### config.mk
export PLATFORM = sky130hd
export DESIGN_NAME = dma_addr_xlate
export DESIGN_NICKNAME = d
export VERILOG_FILES = /design/src/rtl/xlate_pkg.sv /design/src/rtl/xlate_cfg_regs.sv /design/src/rtl/xlate_tag_cache.sv /design/src/rtl/xlate_walker.sv /design/src/rtl/dma_addr_xlate.sv
export SDC_FILE = /design/constraint.sdc
export NUM_CORES = 1
export LEC_CHECK = 0
export ABC_AREA = 1
export BUFFER_PORTS_ARGS = -buffer_cell sky130_fd_sc_hd__buf_2
export CAP_MARGIN = 15
export CORE_MARGIN = 5
export CORE_UTILIZATION = 55
export DETAILED_ROUTE_END_ITERATION = 8
export GPL_ROUTABILITY_DRIVEN = 0
export PLACE_DENSITY = 0.77
export SLEW_MARGIN = 15
export SYNTH_ARGS = -nofsm -noshare
export SYNTH_HDL_FRONTEND = slang
export SYNTH_HIERARCHICAL = 1
export SYNTH_SLANG_ARGS = --single-unit
### constraint.sdc
create_clock -name clk -period 11.7 [get_ports clk]
set_clock_uncertainty 0.15 [all_clocks]
set_input_delay 1.17 -clock clk [delete_from_list [all_inputs] [get_ports clk]]
set_output_delay 1.17 -clock clk [all_outputs]
set_load 0.01 [all_outputs]
### src/rtl/xlate_pkg.sv
package xlate_pkg;

  // Walk sequencer states
  typedef enum logic [2:0] {
    W_IDLE  = 3'd0,
    W_CHECK = 3'd1,
    W_FETCH = 3'd2,
    W_WAIT  = 3'd3,
    W_RESP  = 3'd4
  } walk_st_e;

  // Register selects on the configuration port
  localparam logic [1:0] SEL_BASE  = 2'd0;
  localparam logic [1:0] SEL_LIMIT = 2'd1;
  localparam logic [1:0] SEL_FLUSH = 2'd2;
  localparam logic [1:0] SEL_FAULT = 2'd3;

endpackage

### src/rtl/xlate_cfg_regs.sv
module xlate_cfg_regs
  import xlate_pkg::*;
#(
  parameter int DATA_W = 32,
  parameter int PA_W   = 29
) (
  input  logic              clk,
  input  logic              rst_n,
  input  logic              wr_en,
  input  logic [1:0]        sel,
  input  logic [DATA_W-1:0] wdata,
  output logic [DATA_W-1:0] rdata,
  output logic [PA_W-1:0]   tbl_base,
  output logic [DATA_W-1:0] tbl_limit,
  output logic              flush,
  input  logic              fault_we,
  input  logic [DATA_W-1:0] fault_addr
);

  logic [PA_W-1:0]   base_q,  base_d;
  logic [DATA_W-1:0] limit_q, limit_d;
  logic [DATA_W-1:0] fault_q, fault_d;
  logic              base_en, limit_en;

  assign base_en  = wr_en && (sel == SEL_BASE);
  assign limit_en = wr_en && (sel == SEL_LIMIT);
  assign flush    = wr_en && (sel == SEL_FLUSH);

  always_comb begin
    base_d  = base_en  ? wdata[PA_W-1:0] : base_q;
    limit_d = limit_en ? wdata           : limit_q;
    fault_d = fault_we ? fault_addr      : fault_q;
  end

  always_ff @(posedge clk or negedge rst_n) begin
    if (!rst_n) begin
      base_q  <= '0;
      limit_q <= '0;
      fault_q <= '0;
    end else begin
      base_q  <= base_d;
      limit_q <= limit_d;
      fault_q <= fault_d;
    end
  end

  always_comb begin
    unique case (sel)
      SEL_BASE:  rdata = DATA_W'(base_q);
      SEL_LIMIT: rdata = limit_q;
      SEL_FLUSH: rdata = '0;
      default:   rdata = fault_q;
    endcase
  end

  assign tbl_base  = base_q;
  assign tbl_limit = limit_q;

endmodule

### src/rtl/xlate_tag_cache.sv
module xlate_tag_cache #(
  parameter int WAYS  = 4,
  parameter int TAG_W = 12,
  parameter int PFN_W = 17
) (
  input  logic             clk,
  input  logic             rst_n,
  input  logic             flush,
  input  logic [TAG_W-1:0] lk_tag,
  output logic             hit,
  output logic [PFN_W-1:0] hit_pfn,
  input  logic             fill_en,
  input  logic [TAG_W-1:0] fill_tag,
  input  logic [PFN_W-1:0] fill_pfn
);

  localparam int WAY_W = (WAYS > 1) ? $clog2(WAYS) : 1;
  localparam logic [WAY_W-1:0] LAST_WAY = WAY_W'(WAYS - 1);

  logic [WAYS-1:0]  vld_q, vld_d;
  logic [WAYS-1:0]  match;
  logic [WAYS-1:0]  wr_way;
  logic [TAG_W-1:0] tag_q [WAYS];
  logic [PFN_W-1:0] pfn_q [WAYS];
  logic [WAY_W-1:0] rr_q, rr_d;
  logic [WAY_W-1:0] free_idx, victim;
  logic             free_found;

  // Lowest-numbered empty slot
  always_comb begin
    free_found = 1'b0;
    free_idx   = '0;
    for (int i = WAYS - 1; i >= 0; i--) begin
      if (!vld_q[i]) begin
        free_found = 1'b1;
        free_idx   = WAY_W'(i);
      end
    end
    victim = free_found ? free_idx : rr_q;
  end

  // Round-robin pointer steps only when a full cache takes a fill
  always_comb begin
    rr_d = rr_q;
    if (fill_en && !flush && !free_found) begin
      rr_d = (rr_q == LAST_WAY) ? '0 : rr_q + 1'b1;
    end
  end

  always_comb begin
    hit     = 1'b0;
    hit_pfn = '0;
    for (int i = 0; i < WAYS; i++) begin
      match[i]  = vld_q[i] && (tag_q[i] == lk_tag);
      wr_way[i] = fill_en && !flush && (victim == WAY_W'(i));
      vld_d[i]  = flush ? 1'b0 : (wr_way[i] | vld_q[i]);
      if (match[i]) begin
        hit     = 1'b1;
        hit_pfn = hit_pfn | pfn_q[i];
      end
    end
  end

  always_ff @(posedge clk or negedge rst_n) begin
    if (!rst_n) begin
      vld_q <= '0;
      rr_q  <= '0;
    end else begin
      vld_q <= vld_d;
      rr_q  <= rr_d;
    end
  end

  // Tag and frame storage, written only under the per-way enable
  for (genvar g = 0; g < WAYS; g++) begin : g_way
    always_ff @(posedge clk) begin
      if (wr_way[g]) begin
        tag_q[g] <= fill_tag;
        pfn_q[g] <= fill_pfn;
      end
    end
  end

endmodule

### src/rtl/xlate_walker.sv
module xlate_walker
  import xlate_pkg::*;
#(
  parameter int LA_W     = 32,
  parameter int LOG_BITS = 24,
  parameter int PG_BITS  = 12,
  parameter int PA_W     = 29,
  parameter int DATA_W   = 32,
  parameter int ENT_LOG  = 3
) (
  input  logic                        clk,
  input  logic                        rst_n,
  input  logic                        req_valid,
  output logic                        req_ready,
  input  logic [LA_W-1:0]             req_laddr,
  output logic                        rsp_valid,
  input  logic                        rsp_ready,
  output logic [PA_W-1:0]             rsp_paddr,
  output logic                        rsp_err,
  output logic                        mem_req_valid,
  input  logic                        mem_req_ready,
  output logic [PA_W-1:0]             mem_req_addr,
  input  logic                        mem_rsp_valid,
  input  logic [DATA_W-1:0]           mem_rsp_data,
  input  logic [PA_W-1:0]             tbl_base,
  input  logic [DATA_W-1:0]           tbl_limit,
  input  logic                        flush,
  output logic                        fault_we,
  output logic [LA_W-1:0]             fault_addr,
  output logic [LOG_BITS-PG_BITS-1:0] lk_vpn,
  input  logic                        hit,
  input  logic [PA_W-PG_BITS-1:0]     hit_pfn,
  output logic                        fill_en,
  output logic [LOG_BITS-PG_BITS-1:0] fill_vpn,
  output logic [PA_W-PG_BITS-1:0]     fill_pfn
);

  localparam int VPN_W = LOG_BITS - PG_BITS;
  localparam int PFN_W = PA_W - PG_BITS;
  localparam int OFF_W = VPN_W + ENT_LOG;

  walk_st_e          st_q, st_d;
  logic [LA_W-1:0]   laddr_q, laddr_d;
  logic [PFN_W-1:0]  pfn_q, pfn_d;
  logic              err_q, err_d;
  logic              stale_q, stale_d;

  logic [VPN_W-1:0]  vpn;
  logic [OFF_W-1:0]  ent_off;
  logic              high_bad, lim_bad, addr_bad;

  assign vpn      = laddr_q[LOG_BITS-1:PG_BITS];
  assign ent_off  = {vpn, {ENT_LOG{1'b0}}};
  assign high_bad = |laddr_q[LA_W-1:LOG_BITS];
  assign lim_bad  = DATA_W'(ent_off) >= tbl_limit;
  assign addr_bad = high_bad || lim_bad;

  always_comb begin
    st_d    = st_q;
    laddr_d = laddr_q;
    pfn_d   = pfn_q;
    err_d   = err_q;
    stale_d = stale_q | flush;
    unique case (st_q)
      W_IDLE: begin
        if (req_valid) begin
          laddr_d = req_laddr;
          err_d   = 1'b0;
          stale_d = 1'b0;
          st_d    = W_CHECK;
        end
      end
      W_CHECK: begin
        if (addr_bad) begin
          err_d = 1'b1;
          st_d  = W_RESP;
        end else if (hit) begin
          pfn_d = hit_pfn;
          st_d  = W_RESP;
        end else begin
          st_d  = W_FETCH;
        end
      end
      W_FETCH: begin
        if (mem_req_ready) st_d = W_WAIT;
      end
      W_WAIT: begin
        if (mem_rsp_valid) begin
          pfn_d = mem_rsp_data[PA_W-1:PG_BITS];
          st_d  = W_RESP;
        end
      end
      W_RESP: begin
        if (rsp_ready) st_d = W_IDLE;
      end
      default: st_d = W_IDLE;
    endcase
  end

  always_ff @(posedge clk or negedge rst_n) begin
    if (!rst_n) begin
      st_q    <= W_IDLE;
      laddr_q <= '0;
      pfn_q   <= '0;
      err_q   <= 1'b0;
      stale_q <= 1'b0;
    end else begin
      st_q    <= st_d;
      laddr_q <= laddr_d;
      pfn_q   <= pfn_d;
      err_q   <= err_d;
      stale_q <= stale_d;
    end
  end

  assign req_ready     = (st_q == W_IDLE);
  assign rsp_valid     = (st_q == W_RESP);
  assign rsp_err       = err_q;
  assign rsp_paddr     = err_q ? '0 : {pfn_q, laddr_q[PG_BITS-1:0]};
  assign mem_req_valid = (st_q == W_FETCH);
  assign mem_req_addr  = tbl_base + PA_W'(ent_off);

  assign fault_we   = (st_q == W_CHECK) && addr_bad;
  assign fault_addr = laddr_q;

  assign lk_vpn   = vpn;
  assign fill_vpn = vpn;
  assign fill_pfn = mem_rsp_data[PA_W-1:PG_BITS];
  assign fill_en  = (st_q == W_WAIT) && mem_rsp_valid && !stale_q && !flush;

endmodule

### src/rtl/dma_addr_xlate.sv
module dma_addr_xlate #(
  parameter int LA_W     = 32,
  parameter int LOG_BITS = 24,
  parameter int PG_BITS  = 12,
  parameter int PA_W     = 29,
  parameter int DATA_W   = 32,
  parameter int ENT_LOG  = 3,
  parameter int WAYS     = 4
) (
  input  logic              clk,
  input  logic              rst_n,
  input  logic              cfg_we,
  input  logic [1:0]        cfg_sel,
  input  logic [DATA_W-1:0] cfg_wdata,
  output logic [DATA_W-1:0] cfg_rdata,
  input  logic              req_valid,
  output logic              req_ready,
  input  logic [LA_W-1:0]   req_laddr,
  output logic              rsp_valid,
  input  logic              rsp_ready,
  output logic [PA_W-1:0]   rsp_paddr,
  output logic              rsp_err,
  output logic              mem_req_valid,
  input  logic              mem_req_ready,
  output logic [PA_W-1:0]   mem_req_addr,
  input  logic              mem_rsp_valid,
  input  logic [DATA_W-1:0] mem_rsp_data
);

  localparam int VPN_W = LOG_BITS - PG_BITS;
  localparam int PFN_W = PA_W - PG_BITS;

  // Reset: asserted asynchronously, released on the clock
  logic [1:0] rst_sync_q;
  logic       rst_q_n;

  always_ff @(posedge clk or negedge rst_n) begin
    if (!rst_n) rst_sync_q <= 2'b00;
    else        rst_sync_q <= {rst_sync_q[0], 1'b1};
  end
  assign rst_q_n = rst_sync_q[1];

  logic [PA_W-1:0]   tbl_base;
  logic [DATA_W-1:0] tbl_limit;
  logic              flush;
  logic              fault_we;
  logic [LA_W-1:0]   fault_addr;
  logic [VPN_W-1:0]  lk_vpn, fill_vpn;
  logic              hit, fill_en;
  logic [PFN_W-1:0]  hit_pfn, fill_pfn;

  xlate_cfg_regs #(
    .DATA_W (DATA_W),
    .PA_W   (PA_W)
  ) u_regs (
    .clk        (clk),
    .rst_n      (rst_q_n),
    .wr_en      (cfg_we),
    .sel        (cfg_sel),
    .wdata      (cfg_wdata),
    .rdata      (cfg_rdata),
    .tbl_base   (tbl_base),
    .tbl_limit  (tbl_limit),
    .flush      (flush),
    .fault_we   (fault_we),
    .fault_addr (DATA_W'(fault_addr))
  );

  xlate_tag_cache #(
    .WAYS  (WAYS),
    .TAG_W (VPN_W),
    .PFN_W (PFN_W)
  ) u_cache (
    .clk      (clk),
    .rst_n    (rst_q_n),
    .flush    (flush),
    .lk_tag   (lk_vpn),
    .hit      (hit),
    .hit_pfn  (hit_pfn),
    .fill_en  (fill_en),
    .fill_tag (fill_vpn),
    .fill_pfn (fill_pfn)
  );

  xlate_walker #(
    .LA_W     (LA_W),
    .LOG_BITS (LOG_BITS),
    .PG_BITS  (PG_BITS),
    .PA_W     (PA_W),
    .DATA_W   (DATA_W),
    .ENT_LOG  (ENT_LOG)
  ) u_walk (
    .clk           (clk),
    .rst_n         (rst_q_n),
    .req_valid     (req_valid),
    .req_ready     (req_ready),
    .req_laddr     (req_laddr),
    .rsp_valid     (rsp_valid),
    .rsp_ready     (rsp_ready),
    .rsp_paddr     (rsp_paddr),
    .rsp_err       (rsp_err),
    .mem_req_valid (mem_req_valid),
    .mem_req_ready (mem_req_ready),
    .mem_req_addr  (mem_req_addr),
    .mem_rsp_valid (mem_rsp_valid),
    .mem_rsp_data  (mem_rsp_data),
    .tbl_base      (tbl_base),
    .tbl_limit     (tbl_limit),
    .flush         (flush),
    .fault_we      (fault_we),
    .fault_addr    (fault_addr),
    .lk_vpn        (lk_vpn),
    .hit           (hit),
    .hit_pfn       (hit_pfn),
    .fill_en       (fill_en),
    .fill_vpn      (fill_vpn),
    .fill_pfn      (fill_pfn)
  );

endmodule

Word level (Yosys, flattened, before mapping) --
Memory sizes are Yosys's and may differ from the RTL's. Index checks and enable logic that the tools add are counted.
Storage, ports and cells: output and inout port bits 94, logic and storage cells 148, input port bits 105, register bits after elaboration 155, memories 2, RAM bits 116
Memory list:
- u_cache.pfn_q | depth 4, bits a word 17, rd ports 4, clocked after memory_dff 0, wr ports 1, line xlate_tag_cache.sv:24 | logic [PFN_W-1:0] pfn_q [WAYS];
- u_cache.tag_q | depth 4, bits a word 12, rd ports 4, clocked after memory_dff 0, wr ports 1, line xlate_tag_cache.sv:23 | logic [TAG_W-1:0] tag_q [WAYS];
Operators by class: mux-type cells 66, reductions and logical operators 37, $add $sub $neg 2, bitwise logic cells 8, $lt $le $gt $ge 1, eq/ne operators 21
Operator list (count):
- $mux 17 | 10
- $pmux 32 s3 | 1
- $or 17x17->17 | 3
- $reduce_or 17->1 | 3
- $eq 12x12->1 | 4
- $mux 12 | 3
- $reduce_or 12->1 | 3
- $pmux 17 s2 | 1
- $ge 15x32->1 | 1
- $mux 1 | 30
- $add 29x15->29 | 1
- $mux 29 | 1
- $mux 2 | 12
- $mux 3 | 6
- $logic_and 1x1->1 | 17
- $pmux 3 s5 | 1
- $eq 2x2->1 const B | 4
- $ne 2x2->1 const B | 4
- $reduce_and 4->1 | 2
- $reduce_or 8->1 | 1
- $eq 3x2->1 const B | 2
- $ne 2x1->1 const B | 3
- $or 1x1->1 | 5
- $eq 2x1->1 const B | 2
- 11 further kinds | 15

Longest topological paths before layout --
Gate-level depths: netlist (run 1).
depth in word-level cells 13, gate-level depth with buffers 18, depth with buffers taken out 16

Hierarchy --
Netlist (run 1), hierarchy kept.
Modules (own cells, without submodules):
- xlate_tag_cache | area an instance 5624.1 um^2, instances 1, sequential area each 3633.5 um^2, cells an instance 544
- xlate_cfg_regs | area an instance 4394.2 um^2, instances 1, sequential area each 2327.2 um^2, cells an instance 549
- xlate_walker | area an instance 4335.4 um^2, instances 1, sequential area each 1351.3 um^2, cells an instance 642
- dma_addr_xlate | area an instance 53.8 um^2, instances 1, sequential area each 50.0 um^2, cells an instance 3

Worst setup path before layout (run 1) --
Ideal clock, no wire load.
kind in2reg, from in cfg_sel[0], to mem u_cache.pfn_q[0][0] (enable), data arrival time 4.484 ns, buffers on the path 3, slack 6.613 ns, stages 10, setup time 0.454 ns, data required time 11.096 ns, cell sequence buf_4 -> buf_4 -> buf_2 -> nor2_1 -> or2_2 -> nor2_1 -> inv_1 -> nor2_1 -> inv_1 -> nor3_1
Between the ends: elaborated cells on any way between the ends 26, those cells by class eq/ne: 1; mux: 14; reduce/logical: 11
RTL lines:
- start, declared | line dma_addr_xlate.sv:13 | input logic [1:0] cfg_sel,
- $eq 2x2->1 | line xlate_cfg_regs.sv:27 | assign flush = wr_en && (sel == SEL_FLUSH);
- $logic_and 1x1->1 | line xlate_cfg_regs.sv:27
- via flush | line dma_addr_xlate.sv:45 | logic flush;
- $logic_not 1->1 | line xlate_walker.sv:129 | assign fill_en = (st_q == W_WAIT) && mem_rsp_valid && !stale_q && !flush;
- $logic_and 1x1->1 | line xlate_walker.sv:129
- via fill_en | line dma_addr_xlate.sv:49 | logic hit, fill_en;
- $logic_and 1x1->1 (2 in series) | line xlate_tag_cache.sv:55 | wr_way[i] = fill_en && !flush && (victim == WAY_W'(i));
- via u_cache.wr_way[0] | line xlate_tag_cache.sv:22 | logic [WAYS-1:0] wr_way;
- $mux 1 | line xlate_tag_cache.sv:77 | if (wr_way[g]) begin
- $mux 1 (not written as such) | line xlate_tag_cache.sv:79 | pfn_q[g] <= fill_pfn;
- $mux 1 (no line) (3 in series)
- end, declared | line xlate_tag_cache.sv:24
The timed path passes the listed nets, and every way through them passes these cells.

Worst setup path after layout (run 1) --
from reg u_walk.laddr_q[12] (netlist: u_walk/fault_addr[12]), to out mem_req_addr[19]
Between the ends: word-level cells in the longest chain between the ends 1
Ends and longest elaborated chain:
- start, declared | line xlate_walker.sv:43 | logic [LA_W-1:0] laddr_q, laddr_d;
- start signal, assigned | line xlate_walker.sv:109 | laddr_q <= laddr_d;
- $add 29x15->29 | line xlate_walker.sv:121 | assign mem_req_addr = tbl_base + PA_W'(ent_off);
- end, declared | line dma_addr_xlate.sv:25 | output logic [PA_W-1:0] mem_req_addr,
No other way between the ends.

==> results of run 1 <==
## flip-flops by register name, indices dropped and copies added, names as in the netlist
name               count
rst_sync_q             2
u_cache/pfn_q         68
u_cache/rr_q           2
u_cache/tag_q         48
u_cache/vld_q          4
u_regs/fault_q        32
u_regs/tbl_base       29
u_regs/tbl_limit      32
u_walk/fault_addr     32
u_walk/pfn_q          17
u_walk/rsp_err         1
u_walk/st_q            3
u_walk/stale_q         1
## per-layer routing
layer	wire length (um)	vias up	global-route usage [%]	part of all wire (%)
met2	19000	463	44.0	49
met5	27	-	0	0.070
met4	1710	4	11.4	4.4
met3	2730	87	4.78	7.1
met1	15100	5707	32.2	39
li1	-	5735	-	-
## how the worst max path moves through the flow
stage / slack [ps] / start / endpoint / depth (start not counted)
after global placement: 7390 / cfg_sel[0] / u_cache/pfn_q[2][9] / 9
after global routing: 7120 / u_walk/fault_addr[12] / mem_req_addr[17] / 9
final: 7310 / u_walk/fault_addr[12] / mem_req_addr[19] / 9
after floorplan: 6610 / cfg_sel[0] / u_cache/pfn_q[0][0] / 10
after detailed placement: 7330 / cfg_sel[0] / u_cache/pfn_q[2][0] / 9
after CTS: 7280 / u_walk/fault_addr[12] / mem_req_addr[27] / 10
## worst register-to-register path: stages, from the launching register on
cell and delay, ps:
dfrtp_1 450, inv_2 80, nor3_4 810, nand2_1 160, nor2_1 130, inv_1 40
nor2_1 200, nand2_1 100, nor2_2 670, buf_4 410
## cell type report
type / instances / area [um^2]
antenna: 2 / 5.00
clock buffer: 33 / 761
clock inverter: 19 / 259
fill: 2165 / 9780
inverter: 214 / 806
multi-input combinational: 1138 / 5470
sequential: 271 / 7370
tap: 335 / 419
timing repair buffer: 200 / 1040
## power breakdown
part	switching, mW	internal [mW]	leakage, nW	total (mW)
Sequential	0.199	1.18	3.01	1.37
Combinational	0.646	0.340	4.54	0.986
Clock	0.383	0.597	0.480	0.980
Total	1.23	2.11	8.04	3.34
## cells by family after synthesis
family | Yosys count
AOI/OAI and AO/OA | 91
and+or+nand+nor | 996
DFF | 271
muxes | 1
adders and majority gates | 26
xor gates and xnor gates | 23
buffers and inverters | 329
other | 1
## synthesized netlist by cell type, types with 9 or more instances
cell,count,area (um^2)
dfrtp_1,155,3880
buf_4,53,398
xnor2_1,9,78.8
buf_2,23,115
o21ai_0,58,290
nor2_1,91,342
xor2_1,14,123
nor2_4,10,113
nand3_1,205,1030
nand2_1,598,2240
nand3_2,19,190
ha_1,25,313
inv_2,15,56.3
nand4_1,38,238
a21oi_1,17,85.1
inv_1,198,743
clkbuf_1,23,86.3
edfxtp_1,116,3480
## layout by cell type, fill, tap and decap left out, types with 2 or more instances in the layout
cell type,synthesis,final
nand2_1,598,598
nand3_1,205,205
inv_1,198,197
buf_2,23,183
dfrtp_1,155,154
edfxtp_1,116,116
nor2_1,91,90
o21ai_0,58,58
nand4_1,38,38
clkbuf_16,0,29
ha_1,25,25
nand3_2,19,19
buf_4,53,17
a21oi_1,17,17
inv_2,15,15
xor2_1,14,14
nor2_4,10,10
xnor2_1,9,9
bufinv_16,0,6
clkinv_1,0,6
nand2_2,6,6
nor3_1,7,6
clkinvlp_4,0,5
nor2_2,4,5
nor4_1,5,5
a21o_1,4,4
o21ai_1,3,3
o211ai_1,3,3
nor3_2,2,3
o21ai_2,3,3
diode_2,0,2
clkinv_4,0,2
clkbuf_1,23,2
clkbuf_8,0,2
or2_2,2,2
nand3b_1,2,2
==> reports/metrics.csv, run 1 <==
stage,metric,value,unit
run_status,status,completed,
critical_path,reg-to-reg setup timing slack,8170,ps
clock_network,CTS Buf Count,28,
die,height of the die,172,um
power,power density over the cells,207,nW/um^2
timing,Final setup violation count,0,
timing,Hold WS,211,ps
timing,setup ws final,7310,ps
finish,nets,1984,
placed_design,Placed Area,15100,um^2
finish,Syn-to-layout area delta,12.0,%
yosys,largest family of logic cells by synthesized area,simple AND/OR/NAND/NOR gates,
global_routing,global-route wire length before repair,60900,um
yosys,Cells after Synth,1738,
drt,routed len/inst,17.4,um
critical_path,WP buf/inv,2,
hold_path,worst hold start,rst_sync_q[0],
yosys,Synthesized Nets,1869,
power,Tot Pwr,3.34,mW
yosys,Yosys warning count,6,
critical_path,max incr delay on CP,690,ps
yosys,Most used DFF post-synth,dfrtp_1,
global_routing,initial antenna violation count,4,
yosys,Synth Area in Compound Gates,3.42,%
clock_network,CTS tree,done,
timing,setup tns final,0,ps
flow_run,maxcap violations,0,
yosys,synth unique cells,48,
critical_path,type of origin of the critical path,flip-flop,
clock_network,Root Driver,clkbuf_16,
clock_network,clk sinks,271,
drt,Pre-antenna DRT Iters,5,
drt,Vias/cell,5.42,
global_routing,vias in the first global route,11986,
die,die area,29500,um^2
clock_network,hold_buf cts,0,
die,core area,25900,um^2
timing,RSZ-0062 raised after global routing,false,
clock_network,clk buf depth,3,
finish,post-route cell area,16100,um^2
hold_path,worst hold endpoint,rst_sync_q[1],
drt,DRT iter0 DRCs,955,
clock_network,clock latency at the later pin of the worst-skew pair,540,ps
finish,utilization after layout,62.3,%
drt,Post-DRT Antenna Nets,0,
timing,"Hold Violations, Final",0,
yosys,Yosys reg bits,271,
yosys,mux contribution to synthesized area,0.0782,%
placed_design,"worst slack, placed",7330,ps
yosys,Synth Area in XOR/XNOR,1.40,%
die,Initial Util,55.6,%
critical_path,Setup crit end kind,primary output,
placed_design,DP HPWL,25500,um
global_routing,largest net degree at the start of global routing,79,
critical_path,Worst R2R End,u_cache/pfn_q[2][11],
global_routing,gr usage total,25.8,%
clock_network,"Clk pin slew, worst setup/hold paths",60,ps
drt,WL final,38600,um
die,num rows,59,
yosys,mean area per synthesized cell,8.29,um^2
timing,fin. max-slew vios,0,
drt,Vias,11996,
critical_path,Worst EP arrival,3070,ps
timing,Rel. slew slack,22.8,%
critical_path,FF-to-FF path depth,9,
yosys,Post-synth EDFFs,116,
global_routing,GR Overflow Total,0,
die,DIE WIDTH,172,um
yosys,post-synthesis adder-cell area fraction,2.31,%
critical_path,reg2reg start,u_walk/st_q[0],
yosys,"FFs w/ async S/R, synth",57.2,%
clock_network,H-tree depth,1,
drt,number of remaining DRC errors,0,
yosys,sequential area share after synthesis,51.1,%
timing,Max Fclk,228,MHz
timing,Tmin final,4390,ps
critical_path,Crit Path Class,flip-flop to primary output,
placed_design,IO Port Bufs,183,
placed_design,Placed Instances,2158,
clock_network,post-cts sizing count,0,
timing,Slew @ Worst Pin,1160,ps
timing,final worst-path cycle share,37.5,%
die,I/O pin cnt,199,
yosys,Post-Synthesis Cell Area,14400,um^2
critical_path,CP required,10380,ps
critical_path,Crit Path Max Fanout,12,
critical_path,crit-path cells,ha_1 -> inv_1 -> fa_1 -> nand3b_1 -> nand2_1 -> a21oi_2 -> nor2_4 -> xor2_1 -> buf_2,
power,Max VDD drop,0.132,mV
yosys,Post-Synth Simple-Gate Area,30.7,%
finish,Final Non-Filler Cells,2212,
hold_path,Worst Hold Class,flip-flop to flip-flop,
power,Pleak,8.04,nW
critical_path,Top Family by Delay on Critical Path,adder cells,
finish,share of layout cells above drive strength 1,16.9,%
critical_path,CP max stage cell,dfrtp_1,
clock_network,Post-CTS Setup Repair Bufs,0,
hold_path,worst hold path cell count,0,
(Power assumes the default switching activity.)
==> inputs of run 2 (changes only) <==
- CORE_UTILIZATION: 55 -> 53
- clock period: 11.7 -> 3.85 ns (I/O delays scaled with it)
==> run 2 against run 1 <==
  * Setup slack worse by 6900 ps
  * Combinational power rose to 3.1 times the previous value
  * Flip-flop and latch count unchanged
  * Clock power rose to 3.1 times the previous value
  * Non-clock buffer count up 96
  * Highest routed layer unchanged
  * Sequential share of layout area down 2.7 points
  * Total power rose to 3.1 times the previous value
  * Final cell count up 4.5%
  * Count of clock-buffer cells in the layout up 1
==> reports/metrics.csv, run 2 (same netlist as run 1, synthesis figures left out) <==
stage,metric,value,unit,change
timing,Final setup violation count,0,,unchanged
finish,share of layout cells above drive strength 1,16.8,%,-0.11 points
die,Initial Util,53.6,%,-2.0 points
finish,max reg flops,68,,unchanged
placed_design,DP HPWL,26900,um,+5.4%
timing,RSZ-0062 raised after global routing,false,,
clock_network,clk buf depth,3,,unchanged
timing,Slew @ Worst Pin,1070,ps,-88.0 ps
critical_path,Crit Path Class,flip-flop to primary output,,
global_routing,GR Overflow Total,0,,unchanged
finish,biggest regs,"u_cache/pfn_q (68), u_cache/tag_q (48)",,
drt,DRT iter0 DRCs,1091,,+14%
timing,Rel. slew slack,28.6,%,+5.9 points
hold_path,Worst Hold Class,primary input to flip-flop,,
timing,setup tns final,0,ps,unchanged
power,Tot Pwr,10.4,mW,+210%
critical_path,CP required,3310,ps,-7070 ps
drt,Vias/cell,5.45,,+0.44%
finish,most frequent cells in the layout,"nand2_1, nand3_1, inv_1",,
timing,fin. max-slew vios,0,,unchanged
die,DIE WIDTH,175,um,+1.8%
clock_network,H-tree depth,1,,unchanged
global_routing,largest net degree at the start of global routing,96,,+22%
finish,nets,2080,,+4.8%
global_routing,vias in the first global route,12640,,+5.5%
placed_design,Placed Area,15300,um^2,+1.1%
critical_path,Setup crit end kind,primary output,,
critical_path,Crit Path Max Fanout,14,,+2
drt,Pre-antenna DRT Iters,6,,+1
run_status,status,completed,,
flow_run,maxcap violations,0,,unchanged
clock_network,CTS Buf Count,28,,unchanged
finish,"Most flops, register",u_cache/pfn_q,,
placed_design,IO Port Bufs,183,,unchanged
power,Pleak,8.49,nW,+5.7%
critical_path,type of origin of the critical path,flip-flop,,
die,die area,30600,um^2,+3.6%
clock_network,clk sinks,271,,unchanged
clock_network,"Clk pin slew, worst setup/hold paths",60,ps,about the same
drt,routed len/inst,17.6,um,+0.74%
drt,Post-DRT Antenna Nets,0,,unchanged
die,I/O pin cnt,199,,unchanged
power,Max VDD drop,0.420,mV,+220%
timing,Tmin final,3460,ps,
finish,Syn-to-layout area delta,18.9,%,
finish,"commonest non-fill, non-tap cell in the layout",nand2_1,,
finish,Inserted Diodes,0,,-2
timing,final worst-path cycle share,90.0,%,
finish,utilization after layout,63.7,%,+1.5 points
finish,post-route cell area,17100,um^2,+6.2%
global_routing,global-route wire length before repair,65300,um,+7.1%
timing,Max Fclk,289,MHz,
drt,WL final,40600,um,+5.3%
critical_path,Worst EP arrival,2930,ps,-140 ps
global_routing,gr usage total,26.2,%,+0.42 points
die,core area,26900,um^2,+3.7%
clock_network,Root Driver,clkbuf_16,,
drt,Vias,12593,,+5.0%
clock_network,clock latency at the later pin of the worst-skew pair,540,ps,about the same
die,num rows,60,,+1.7%
timing,"Hold Violations, Final",0,,unchanged
die,height of the die,175,um,+1.8%
clock_network,Post-CTS Setup Repair Bufs,0,,unchanged
power,power density over the cells,605,nW/um^2,+190%
clock_network,CTS tree,done,,
global_routing,initial antenna violation count,1,,-3
drt,number of remaining DRC errors,0,,unchanged
run 2: path summary, 6_finish.rpt:
kind | startpoint | endpoint | slack (ps) | cells after the start
setup / recovery | u_walk/fault_addr[16] | mem_req_addr[24] | 390 | 9
hold / removal | req_laddr[17] | u_walk/fault_addr[17] | 10 | 3
setup reg to reg | u_walk/fault_addr[23] | u_walk/pfn_q[1] | 950 | 13
hold reg to reg | rst_sync_q[0] | rst_sync_q[1] | 200 | 0
max in group asynchronous | rst_sync_q[1] | u_regs/tbl_base[6] | 2430 | 1
min in group asynchronous | rst_sync_q[1] | u_walk/fault_addr[0] | 270 | 0
run 2: power by group:
part / internal [mW] / switching (mW) / leakage [nW]
sequential: 3.57 / 0.634 / 3.01
clock: 1.92 / 1.13 / 0.508
combinational: 1.10 / 2.00 / 4.97
total: 6.60 / 3.77 / 8.49
run 2: through the flow:
stage	hold slack (ps)	instances	setup slack, ps
after global placement	20.3	2179	1030
after CTS	5.22	2312	390
after detailed placement	23.1	2179	972
after floorplan	-60.6	1738	403
final	14.6	2312	385
after global routing	14.9	2312	191
run 2: what timing repair did:
action / in CTS / in global routing
hold buffers: 81 / 0
resized for setup: 0 / 0
endpoints found under the hold margin: 161 / 0
run 2: worst max-delay path, cell delays in order, from the launching register on:
cell and delay (ps):
dfrtp_1 620, ha_1 520, nand2_2 110, o21ai_2 170
nor2_1 110, o21ai_2 310, nand2_2 120, nor2_2 110
xor2_1 160, buf_2 150
run 2: cell type report:
cell class | instances | area (um^2)
Clock buffer | 34 | 754
Inverter | 214 | 806
Clock inverter | 18 | 288
Fill cell | 2190 | 9750
Sequential cell | 271 | 7370
Tap cell | 341 | 427
Timing Repair Buffer | 296 | 2000
Multi-Input combinational cell | 1138 | 5480
run 2: layer usage:
layer  GRT usage, %  up-vias  wire (um)
met1           32.2     5962      15600
met3           4.09      117       2850
met4           10.6        2       1860
li1               -     5940          -
met5              0        -         13
met2           46.3      572      20300
==> inputs of run 3 (changes only) <==
- CORE_ASPECT_RATIO: default -> 1.5
- SLEW_MARGIN: 15 -> 20
==> run 3 against run 2 <==
  * Sequential share of layout area increased by 0.076 points
  * Total power decreased by 2.1%
  * Clock power decreased by 9.5%
  * Die area increased by 0.22%
  * Largest power group unchanged
==> reports/metrics.csv, run 3 (same netlist as run 1, synthesis figures left out) <==
stage,metric,value,unit,change
clock_network,Root Driver,clkbuf_16,,
clock_network,Post-CTS Setup Repair Bufs,0,,unchanged
drt,Pre-antenna DRT Iters,6,,unchanged
global_routing,GRT met2 Usage,46.2,%,-0.14 points
critical_path,Crit Path Class,flip-flop to primary output,,
drt,DRT iter0 DRCs,1080,,-1.0%
global_routing,global-route wire length before repair,63200,um,-3.2%
drt,number of remaining DRC errors,0,,unchanged
timing,final worst-path cycle share,92.2,%,+2.2 points
global_routing,met1 GRT Util,31.4,%,-0.81 points
finish,"Most flops, register",u_cache/pfn_q,,
finish,most frequent cells in the layout,"nand2_1, nand3_1, inv_1",,
timing,Rel. slew slack,40.6,%,+12 points
finish,Final Non-Filler Cells,2321,,+0.39%
die,height of the die,212,um,+21%
critical_path,max incr delay on CP,620,ps,about the same
critical_path,WP buf/inv,1,,unchanged
timing,fin. max-slew vios,0,,unchanged
timing,"Hold Violations, Final",0,,unchanged
global_routing,GR peak layer,met2,,
finish,"commonest non-fill, non-tap cell in the layout",nand2_1,,
critical_path,Crit Path Max Fanout,14,,unchanged
timing,setup tns final,0,ps,unchanged
finish,biggest regs,"u_cache/pfn_q (68), u_cache/tag_q (48)",,
timing,Tmin final,3550,ps,+84.6 ps
drt,Post-DRT Antenna Nets,0,,unchanged
finish,Inserted Diodes,0,,unchanged
finish,post-route cell area,17100,um^2,-0.18%
clock_network,"Clk pin slew, worst setup/hold paths",60,ps,about the same
die,die area,30600,um^2,+0.22%
drt,Vias,12450,,-1.1%
critical_path,CP max stage cell,dfrtp_1,,
critical_path,Setup crit end kind,primary output,,
finish,max reg flops,68,,unchanged
clock_network,CTS tree,done,,
finish,nets,2089,,+0.43%
global_routing,Global Route met3 Usage,2.85,%,-1.2 points
placed_design,IO Port Bufs,183,,unchanged
critical_path,crit-path cells,ha_1 -> nand2_1 -> nor2_1 -> nand2_1 -> o21ai_2 -> nand2_2 -> nor2_2 -> xor2_1 -> buf_2,,
die,DIE WIDTH,145,um,-17%
global_routing,GR Overflow Total,0,,unchanged
finish,share of layout cells above drive strength 1,17.1,%,+0.34 points
timing,setup ws final,301,ps,-84.6 ps
drt,Vias/cell,5.36,,-1.5%
placed_design,"worst slack, placed",926,ps,-46.1 ps
critical_path,CP required,3310,ps,about the same
critical_path,Worst EP arrival,3010,ps,+80 ps
hold_path,Worst Hold Class,primary input to flip-flop,,
timing,Max Fclk,282,MHz,-2.4%
clock_network,clk sinks,271,,unchanged
global_routing,initial antenna violation count,0,,-1
die,I/O pin cnt,199,,unchanged
timing,Slew @ Worst Pin,892,ps,-176 ps
power,Pleak,8.48,nW,-0.13%
power,Tot Pwr,10.1,mW,-2.1%
critical_path,type of origin of the critical path,flip-flop,,
drt,routed len/inst,17.2,um,-2.0%
global_routing,gr usage total,25.8,%,-0.43 points
clock_network,H-tree depth,1,,unchanged
clock_network,clk buf depth,3,,unchanged
power,Max VDD drop,0.562,mV,+34%
clock_network,clock latency at the later pin of the worst-skew pair,550,ps,about the same
timing,RSZ-0062 raised after global routing,false,,
finish,Syn-to-layout area delta,18.7,%,
clock_network,post-cts sizing count,0,,unchanged
die,Initial Util,53.3,%,-0.32 points
die,num rows,74,,+23%
placed_design,Placed Instances,2187,,+0.37%
critical_path,Top Family by Delay on Critical Path,flip-flops,,
flow_run,maxcap violations,0,,unchanged
placed_design,DP HPWL,26900,um,about the same
placed_design,Placed Area,15300,um^2,+0.35%
global_routing,largest net degree at the start of global routing,80,,-17%
global_routing,vias in the first global route,12307,,-2.6%
drt,WL final,39900,um,-1.7%
critical_path,"Top cell by count, worst path",nand2_1,,
run_status,status,completed,,
clock_network,CTS Buf Count,27,,-3.6%
timing,Final setup violation count,0,,unchanged
power,power density over the cells,593,nW/um^2,-2.0%
die,core area,27000,um^2,+0.60%
## run 3: changes by cell type in the layout (fill, tap and decap cells not counted), sizes merged, moves of 3 or more
cell         change
buf              +7
bufinv           -4
clkbuf           -3
clkinv           +3
dlygate4sd3      +3
## run 3: final timing paths
kind,from,end,slack [ps],cells after the start
max,u_walk/fault_addr[17],mem_req_addr[26],300,9
min,mem_rsp_valid,u_walk/st_q[0],30,4
max reg2reg,u_walk/fault_addr[18],u_walk/pfn_q[5],1060,13
min reg2reg,rst_sync_q[0],rst_sync_q[1],210,0
max in group asynchronous,rst_sync_q[1],u_regs/tbl_base[12],2090,2
min in group asynchronous,rst_sync_q[1],u_regs/fault_q[26],320,0
## run 3: metrics by stage
step,utilization [%],hold WS [ps]
after detailed placement,56.7,23.9
after floorplan,-,-60.6
after global placement,56.7,22.7
after CTS,63.2,20.0
after global routing,63.2,54.8
final,63.2,27.3
## run 3: area by class of cell
| cell class | count | area [um^2] |
|---|---|---|
| Clock buffer | 31 | 701 |
| Clock inverter | 19 | 228 |
| Fill cell | 2178 | 9940 |
| Inverter | 214 | 806 |
| Multi-Input combinational cell | 1138 | 5480 |
| Sequential cell | 271 | 7370 |
| Tap cell | 342 | 428 |
| Timing Repair Buffer | 306 | 2090 |
## run 3: worst min-delay path, cell delays in order
cell and delay [ps]:
buf_2 120, nor2_4 50, inv_2 50, o21ai_0 80
## run 3: report_power, final
part	internal (mW)	switching [mW]
clock	1.59	1.17
combinational	1.15	2.11
sequential	3.57	0.546
total	6.32	3.83
## run 3: metal layers
layer	wire [um]	part of all wire (%)
met1	14900	37
met3	2600	6.5
met5	0	0
met4	1690	4.2
met2	20700	52
## run 3: repair_timing
action,CTS,global route
endpoints found under the hold margin,164,0
hold buffers,84,0
endpoints found under the setup margin,0,0
